**src/rtl/rtcp_pkg.sv**
```systemverilog
`timescale 1ns/1ps
package rtcp_pkg;

  typedef enum logic [1:0] {
    CH_RUN    = 2'd0,
    CH_FREEZE = 2'd1,
    CH_RESET  = 2'd2
  } chain_st_e;

  // divider code -> chain state
  function automatic chain_st_e chain_state(input logic [2:0] dv);
    case (dv)
      3'd0, 3'd1, 3'd2: return CH_RUN;
      3'd6, 3'd7:       return CH_RESET;
      default:          return CH_FREEZE;
    endcase
  endfunction

  // log2 of the reference strobes per base tick
  function automatic int unsigned pre_log2(input logic [2:0] dv,
                                           input int unsigned hi,
                                           input int unsigned mid);
    case (dv)
      3'd0:    return hi;
      3'd1:    return mid;
      default: return 0;
    endcase
  endfunction

  // n low bits set
  function automatic logic [31:0] low_ones(input int unsigned n);
    if (n == 0) return '0;
    return 32'hFFFF_FFFF >> (32 - n);
  endfunction

  // counter bits that must wrap for a periodic event at rate r
  function automatic logic [31:0] rate_mask(input logic [3:0] r);
    if (r == 4'd0) return '0;
    return low_ones(int'(r) - 1);
  endfunction

  // square-wave phase: the bit that rises at the middle of the interval
  function automatic logic sq_phase(input logic [31:0] cnt, input logic [3:0] r);
    if (r < 4'd2) return 1'b0;
    return cnt[5'(r) - 5'd2];
  endfunction

endpackage

```
**src/rtl/rtcp_prescale.sv**
```systemverilog
`timescale 1ns/1ps
module rtcp_prescale
  import rtcp_pkg::*;
#(
  parameter int unsigned HI_LOG2  = 7,
  parameter int unsigned MID_LOG2 = 5
) (
  input  logic       clk,
  input  logic       rst_n,
  input  logic       ref_tick,
  input  logic       run,
  input  logic       clr,
  input  logic [2:0] dv,
  output logic       base_tick
);
  localparam int unsigned PW = (HI_LOG2 > MID_LOG2) ? HI_LOG2 : MID_LOG2;

  logic [PW-1:0] pre_cnt;
  logic [31:0]   term_mask;
  logic          at_term;

  always_comb begin
    term_mask = low_ones(pre_log2(dv, HI_LOG2, MID_LOG2));
    at_term   = ((32'(pre_cnt) & term_mask) == term_mask);
    base_tick = run && ref_tick && at_term;
  end

  always_ff @(posedge clk or negedge rst_n) begin
    if (!rst_n)                pre_cnt <= '0;
    else if (clr)              pre_cnt <= '0;
    else if (run && ref_tick)  pre_cnt <= pre_cnt + 1'b1;
  end
endmodule

```
**src/rtl/rtcp_divchain.sv**
```systemverilog
`timescale 1ns/1ps
module rtcp_divchain
  import rtcp_pkg::*;
#(
  parameter int unsigned SEC_BITS = 15
) (
  input  logic       clk,
  input  logic       rst_n,
  input  logic       clr,
  input  logic       base_tick,
  input  logic [3:0] rate,
  input  logic       sq_en,
  output logic       per_evt,
  output logic       sec_tick,
  output logic       sqw
);
  localparam logic [SEC_BITS-1:0] HALF = SEC_BITS'(1) << (SEC_BITS - 1);

  logic [SEC_BITS-1:0] div_cnt;
  logic [SEC_BITS-1:0] div_nxt;
  logic                fast_tgl;

  always_comb begin
    div_nxt  = div_cnt + 1'b1;
    per_evt  = base_tick && (rate != 4'd0) &&
               ((32'(div_nxt) & rate_mask(rate)) == 32'd0);
    sec_tick = base_tick && (&div_cnt);
    if (!sq_en)              sqw = 1'b0;
    else if (rate == 4'd1)   sqw = fast_tgl;
    else                     sqw = sq_phase(32'(div_cnt), rate);
  end

  always_ff @(posedge clk or negedge rst_n) begin
    if (!rst_n) begin
      div_cnt  <= HALF;
      fast_tgl <= 1'b0;
    end else if (clr) begin
      div_cnt  <= HALF;
      fast_tgl <= 1'b0;
    end else if (base_tick) begin
      div_cnt  <= div_nxt;
      fast_tgl <= ~fast_tgl;
    end
  end
endmodule

```
**src/rtl/rtcp_flags.sv**
```systemverilog
`timescale 1ns/1ps
module rtcp_flags (
  input  logic       clk,
  input  logic       rst_n,
  input  logic [2:0] evt,     // {periodic, alarm, update-ended}
  input  logic [2:0] en,
  input  logic       rd_clr,
  output logic [2:0] flag_q,
  output logic       irqf
);
  assign irqf = |(flag_q & en);

  always_ff @(posedge clk or negedge rst_n) begin
    if (!rst_n) flag_q <= '0;
    else        flag_q <= (rd_clr ? 3'b000 : flag_q) | evt;
  end
endmodule

```
**src/rtl/rtc_pit_flags.sv**
```systemverilog
`timescale 1ns/1ps
module rtc_pit_flags
  import rtcp_pkg::*;
#(
  parameter int unsigned HI_LOG2  = 7,
  parameter int unsigned MID_LOG2 = 5,
  parameter int unsigned SEC_BITS = 15
) (
  input  logic       clk,
  input  logic       rst_n,
  input  logic       ref_tick,
  input  logic [6:0] freq_reg,
  input  logic [6:3] ctrl_bits,
  input  logic       alarm_evt,
  input  logic       upd_done_evt,
  input  logic       rd_flags,
  output logic [7:0] flags_out,
  output logic       irq_n,
  output logic       sqw,
  output logic       sec_tick
);
  chain_st_e  chain_st;
  logic       chain_run;
  logic       chain_clr;
  logic       base_tick;
  logic       per_evt;
  logic [2:0] flag_q;
  logic       irqf;

  assign chain_st  = chain_state(freq_reg[6:4]);
  assign chain_run = (chain_st == CH_RUN);
  assign chain_clr = (chain_st == CH_RESET);

  rtcp_prescale #(.HI_LOG2(HI_LOG2), .MID_LOG2(MID_LOG2)) u_pre (
    .clk       (clk),
    .rst_n     (rst_n),
    .ref_tick  (ref_tick),
    .run       (chain_run),
    .clr       (chain_clr),
    .dv        (freq_reg[6:4]),
    .base_tick (base_tick)
  );

  rtcp_divchain #(.SEC_BITS(SEC_BITS)) u_div (
    .clk       (clk),
    .rst_n     (rst_n),
    .clr       (chain_clr),
    .base_tick (base_tick),
    .rate      (freq_reg[3:0]),
    .sq_en     (ctrl_bits[3]),
    .per_evt   (per_evt),
    .sec_tick  (sec_tick),
    .sqw       (sqw)
  );

  rtcp_flags u_flg (
    .clk    (clk),
    .rst_n  (rst_n),
    .evt    ({per_evt, alarm_evt, upd_done_evt}),
    .en     (ctrl_bits[6:4]),
    .rd_clr (rd_flags),
    .flag_q (flag_q),
    .irqf   (irqf)
  );

  assign flags_out = {irqf, flag_q, 4'b0000};
  assign irq_n     = ~irqf;
endmodule

```
**config.mk**
```make
export PLATFORM = sky130hd
export DESIGN_NAME = rtc_pit_flags
export DESIGN_NICKNAME = d
export VERILOG_FILES = /design/src/rtl/rtcp_pkg.sv /design/src/rtl/rtcp_prescale.sv /design/src/rtl/rtcp_divchain.sv /design/src/rtl/rtcp_flags.sv /design/src/rtl/rtc_pit_flags.sv
export SDC_FILE = /design/constraint.sdc
export NUM_CORES = 1
export LEC_CHECK = 0
export BUFFER_PORTS_ARGS = -buffer_cell sky130_fd_sc_hd__buf_2
export CAP_MARGIN = 10
export CORE_MARGIN = 2
export CORE_UTILIZATION = 50
export DETAILED_ROUTE_END_ITERATION = 16
export GPL_TIMING_DRIVEN = 0
export PLACE_DENSITY_LB_ADDON = 0.05
export SLEW_MARGIN = 25
export SYNTH_ARGS = -nofsm -noshare
export SYNTH_HDL_FRONTEND = slang
export SYNTH_HIERARCHICAL = 1
export SYNTH_SLANG_ARGS = --single-unit
```
**constraint.sdc**
```tcl
create_clock -name clk -period 2.7 [get_ports clk]
set_clock_uncertainty 0.05 [all_clocks]
set_input_delay 0.54 -clock clk [delete_from_list [all_inputs] [get_ports clk]]
set_output_delay 0.54 -clock clk [all_outputs]
set_load 0.01 [all_outputs]
```
### Word-level counts from Yosys, hierarchy flattened

Index checks and enable logic that the tools add are counted.

| word-level totals | value |
|---|---|
| register bits after elaboration | 26 |
| output and inout bits | 11 |
| bits of input ports | 17 |
| word-level logic and storage cells | 73 |

| operators by class | value |
|---|---|
| shift operators | 2 |
| bitwise logic cells | 6 |
| mux-type cells | 28 |
| equality and inequality tests | 7 |
| add/subtract/negate cells | 6 |
| reduce and logical (&&, ||, !) cells | 18 |
| order comparisons | 2 |

Operators with widths:

| kind | count |
|---|---|
| $mux 32 | 6 |
| $logic_not 32->1 | 3 |
| $shr 32x32->32 const A | 2 |
| $and 15x32->32 | 1 |
| $and 7x32->32 | 1 |
| $eq 32x32->1 | 1 |
| $sub 6x32->32 const A | 1 |
| $mux 15 | 2 |
| $add 15x1->15 const B | 1 |
| $reduce_and 15->1 | 1 |
| $mux 1 | 14 |
| $mux 7 | 2 |
| $add 7x1->7 const B | 1 |
| $sub 6x3->7 const A | 1 |
| $eq 3x3->1 const B | 2 |
| $lt 5x6->1 const B | 1 |
| $pmux 3 s2 | 1 |
| $reduce_or 3->1 | 2 |
| $bmux 1 s5 | 1 |
| $logic_and 1x1->1 | 5 |
| $sub 4x1->5 const B | 1 |
| $sub 4x2->5 const B | 1 |
| $eq 4x1->1 const B | 1 |
| $logic_not 4->1 | 1 |
| 14 further kinds | 16 |

### Longest topological paths before layout

| depth | value |
|---|---|
| word-level depth | 11 |
| mapped depth | 11 |
| gate-level depth less buffers | 11 |

### Hierarchy

The synthesis kept the hierarchy.

Modules (own cells, without submodules):

| module | instances | cells an instance | area an instance (sq um) | sequential area each (sq um) |
|---|---|---|---|---|
| rtcp_divchain | 1 | 186 | 1595.3 | 401.6 |
| rtcp_prescale | 1 | 37 | 342.8 | 175.2 |
| rtcp_flags | 1 | 9 | 115.1 | 75.1 |
| rtc_pit_flags | 1 | 9 | 56.3 | 0.0 |

### Worst setup path before layout

OpenSTA, ideal clock, no wires.

| path | value |
|---|---|
| path type | input -> output |
| start | input port freq_reg[4] |
| end | output port sec_tick |
| path slack | -47 ps |
| stages on the path | 7 |
| required time | 2110 ps |
| buffers on the path | 1 |
| arrival time | 2157 ps |
| path through | a21oi_1 nand4_1 o32ai_1 clkbuf_1 nand2_1 nor2_1 and2_1 |

| between the ends | value |
|---|---|
| longest elaborated chain between the ends | 9 |
| elaborated cells on any way between the ends | 20 |
| those cells by class | 1 x add/sub; 5 x eq/ne; 1 x shift; 4 x mux; 1 x bitwise; 8 x reduce/logical |

Ends and longest elaborated chain:

| element | line | text |
|---|---|---|
| from (decl) | rtc_pit_flags.sv:12 | `input logic [6:0] freq_reg,` |
| $eq 3x1->1 or $logic_not 3->1 (tied branches) | rtcp_pkg.sv:12, rtcp_pkg.sv:23 |  |
| $pmux 3 s2 | rtcp_pkg.sv:23 | `case (dv)` |
| $sub 6x3->7 or $logic_not 32->1 (tied branches) | rtcp_pkg.sv:33, rtcp_pkg.sv:32 |  |
| $shr 32x32->32 or $mux 1 (tied branches) | rtcp_pkg.sv:33, rtcp_pkg.sv:32 |  |
| $mux 32 | rtcp_pkg.sv:33 | `return 32'hFFFF_FFFF >> (32 - n);` |
| $and 7x32->32 | rtcp_prescale.sv:24 | `at_term = ((32'(pre_cnt) & term_mask) == term_mask);` |
| $eq 32x32->1 | rtcp_prescale.sv:24 |  |
| $logic_and 1x1->1 * | rtcp_prescale.sv:25 | `base_tick = run && ref_tick && at_term;` |
| net base_tick | rtc_pit_flags.sv:25 | `logic base_tick;` |
| $logic_and 1x1->1 * | rtcp_divchain.sv:27 | `sec_tick = base_tick && (&div_cnt);` |
| to (decl) | rtc_pit_flags.sv:20 | `output logic sec_tick` |

Mark *: on every way through the listed nets, which the timed path passes. The rest lies on a longest branch.

### Worst setup path after layout

| path | value |
|---|---|
| start | input port freq_reg[2] |
| end | output port sqw |

| between the ends | value |
|---|---|
| longest elaborated chain between the ends | 7 |
| elaborated cells on any way between the ends | 11 |
| those cells by class | 1 x add/sub; 1 x order compare; 1 x eq/ne; 8 x mux |

Ends and longest elaborated chain:

| element | line | text |
|---|---|---|
| parallel branches: the longest is 5 deep, another holds $sub 4x2->5 | - |  |
| $mux 1 * | rtcp_divchain.sv:29 | `else if (rate == 4'd1) sqw = fast_tgl;` |
| $mux 1 * | rtcp_divchain.sv:28 | `if (!sq_en) sqw = 1'b0;` |
| to (decl) | rtc_pit_flags.sv:19 | `output logic sqw,` |

Every way passes the cells marked *. The select of a mux whose other input is x is not followed.

==> qor.txt <==
Final nets - 311
Critical Path End Type - primary output
arrival time worst endpoint - 2100 ps
unrepaired setup endpoints after global routing - true
initial antenna violation count - 0
final core occ - 65.0%
antenna-violating nets left - 0
LEAKAGE - 1.18 nW
Die Area - 4750 sq um
CTS tree - done
Worst Setup SP - freq_reg[2]
setup tns final - 0 ps
Cells after Synth - 241
FF-to-FF setup slack - 520 ps
Die Wd - 69.0 um
Netlist cell types - 47
drt drc - 0
GRT overflow - 0
final non-filler cell total - 330
main combinational cell family by area after synthesis - simple AND/OR/NAND/NOR gates
Initial DRC Count - 96
Critical R2R Launch - u_div/div_cnt[3]
DR vias/cell - 5.61
# fillers - 355
DP HPWL - 3410 um
sequential area share after synthesis - 30.9%
Worst VDD drop - 0.267 mV
clk buf depth - 2
total core area - 4030 sq um
global-route wire length before repair - 7990 um
Initial DRT Pass Iterations - 4
I/O pin total - 28
Die H - 69.0 um
Syn. warnings - 6
Starting Density - 52.4%
vias in the first global route - 1688
final hold violations - 0
XOR/XNOR Fraction of Synth Area - 12.5%
Crit Path Class - input pin to primary output
Rel. slew slack - 60.0%
post-layout min period - 2690 ps
worst-path maximum fanout - 3
Post-synth EDFFs - 0
dpl cells - 317
drt wl/cell - 14.4 um
Root Driver - clkbuf_8
ys async rst share - 100%
clk_lat worst skew - 280 ps
pwr dens - 387 nW/um^2
mean post-synth cell area - 8.75 sq um
row count - 23
CTS sink count - 26
Max Slew Vio Count - 0
R2R Path End - u_flg/flag_q[2]
status - completed
synth-to-layout area growth - 24.2%
Hold Buf Count CTS - 0
Final Cycle Share - 99.5%
simple-gate share of the synthesized area - 22.9%
Total GRT Usage - 22.6%
Reg clk slew, reported paths - 100 ps
DR vias - 1852
diode count - 0
Mapped Area - 2110 sq um
max-cap viol count - 0
port bufs - 23
mux contribution to synthesized area - 5.28%
CP required - 2110 ps
layout cell share with drive strength beyond 1 - 27.1%
flops & latches, synth - 26
Setup-failing EPs final - 0
clock buffer count from CTS - 3
Achievable Freq - 372 MHz
largest net degree at the start of global routing - 27
Top FF cell, synth - dfrtp_1
complex-gate fraction of the synthesized area - 14.0%
Worst setup SP type - input pin
H-tree depth - 1
GP Congestion - 0.834
Adder-Cell Fraction of Synth Area - 8.19%
worst hold path type - input pin to async pin
Register-to-Register Path Depth - 9
total power - 1.01 mW
Tightest Pin Transition - 600 ps
final wirelength - 4760 um
-- power by group --
group          switching [mW]  internal [mW]
Clock                   0.131          0.199
Sequential             0.0240          0.409
Combinational           0.129          0.123
-- per-layer routing --
metal  routed length (um)  vias to the layer above  track usage, %
li1                     -                      927               -
met1                 2320                      885            31.7
met2                 2260                       32            36.9
met3                  122                        8            2.60
met4                   55                        0            6.37
met5                    0                        -               0
-- state kept, by name, summed over array words and instances (netlist names) --
name	count
u_div/fast_tgl	1
u_pre/pre_cnt	7
u_flg/flag_q	3
u_div/div_cnt	15
-- synthesized netlist by cell type, types with 6 or more instances --
master	instances	share of area (%)
nand2_1	25	4.4
xor2_1	18	7.5
nor4_1	6	1.8
or3_1	6	1.8
nor2_1	21	3.7
xnor2_1	12	5.0
a21oi_1	11	2.6
dfrtp_1	25	30
nand4_1	8	2.4
nand3_1	8	1.9
buf_4	6	2.1
o21ai_0	13	3.1
ha_1	13	7.7
inv_1	14	2.5
-- logic make-up after synthesis --
logic type / count (synthesis)
and+or+nand+nor: 92
DFF: 26
muxes: 7
other: 1
adders and majority gates: 14
AOI/OAI and AO/OA: 44
buffers and inverters: 27
xor gates and xnor gates: 30
-- area by class of cell --
class,count,area (sq um),share of cell area [%]
clock inverters,1,30.0,1.15
well taps,50,62.6,2.39
repair buffers,32,213,8.12
inverters,14,65.1,2.48
plain buffers,13,90.1,3.44
flip-flops and latches,26,654,25.0
multi-input cells,191,1460,55.9
clock buffers,3,41.3,1.58
-- cell usage in the layout, fill, tap and decap left out, types with 2 or more instances in the layout --
cell      synthesis  layout
a21boi_0          2       2
nor3_1            4       3
dfrtp_1          25      23
buf_4             6      14
buf_2             4      25
ha_1             13       7
inv_1            14      12
conb_1            1       4
buf_12            0       2
dfrtp_2           0       2
nand4_1           8       8
o21ai_0          13      11
and3_1            3       3
nand3_1           8       8
nor2_1           21      20
xnor2_1          12      11
ha_2              0       2
and2_1            3       3
or3_1             6       6
a21oi_1          11      10
a21o_1            3       3
clkbuf_8          0       4
nor4_1            6       6
a221oi_2          2       2
nand2_1          25      24
xor2_1           18      18
clkbuf_1          3       2
mux2i_1           4       4
o21ai_1           0       2
ha_4              0       4
mux4_2            2       3
-- stage by stage --
step | worst slack, ps | hold slack (ps) | instance area (sq um)
6_report | 13.4 | 202 | 2620
5_1_grt | -64.3 | 243 | 2620
4_1_cts | 5.04 | 220 | 2500
3_5_place_dp | -531 | 450 | 2300
3_3_place_gp | -506 | 440 | 2300
2_1_floorplan | 29.7 | 194 | 2120
-- timing repair --
| item | in CTS | in global routing |
|---|---|---|
| buffers inserted | 5 | 4 |
| setup endpoints to repair | 3 | 3 |
| pin swaps | 6 | 7 |
| gates resized for setup | 21 | 21 |
-- worst max path at each step --
| stage | end | slack (ps) | depth (start not counted) |
|---|---|---|---|
| detailed placement | sec_tick | -530 | 9 |
| global route | sqw | -60 | 9 |
| finish | sqw | 10 | 9 |
| global placement | sec_tick | -510 | 9 |
| floorplan | u_flg/flag_q[2] | 30 | 10 |
| CTS | u_flg/flag_q[2] | 5 | 11 |
-- critical path, cell delays in order --
cell and delay (ps):
buf_12 100, inv_6 40, ha_4 270, mux4_2 500, mux2i_1 180, o32ai_2 120
a32oi_1 160, nor2b_1 60, buf_2 130
(Power assumes the default switching activity.)
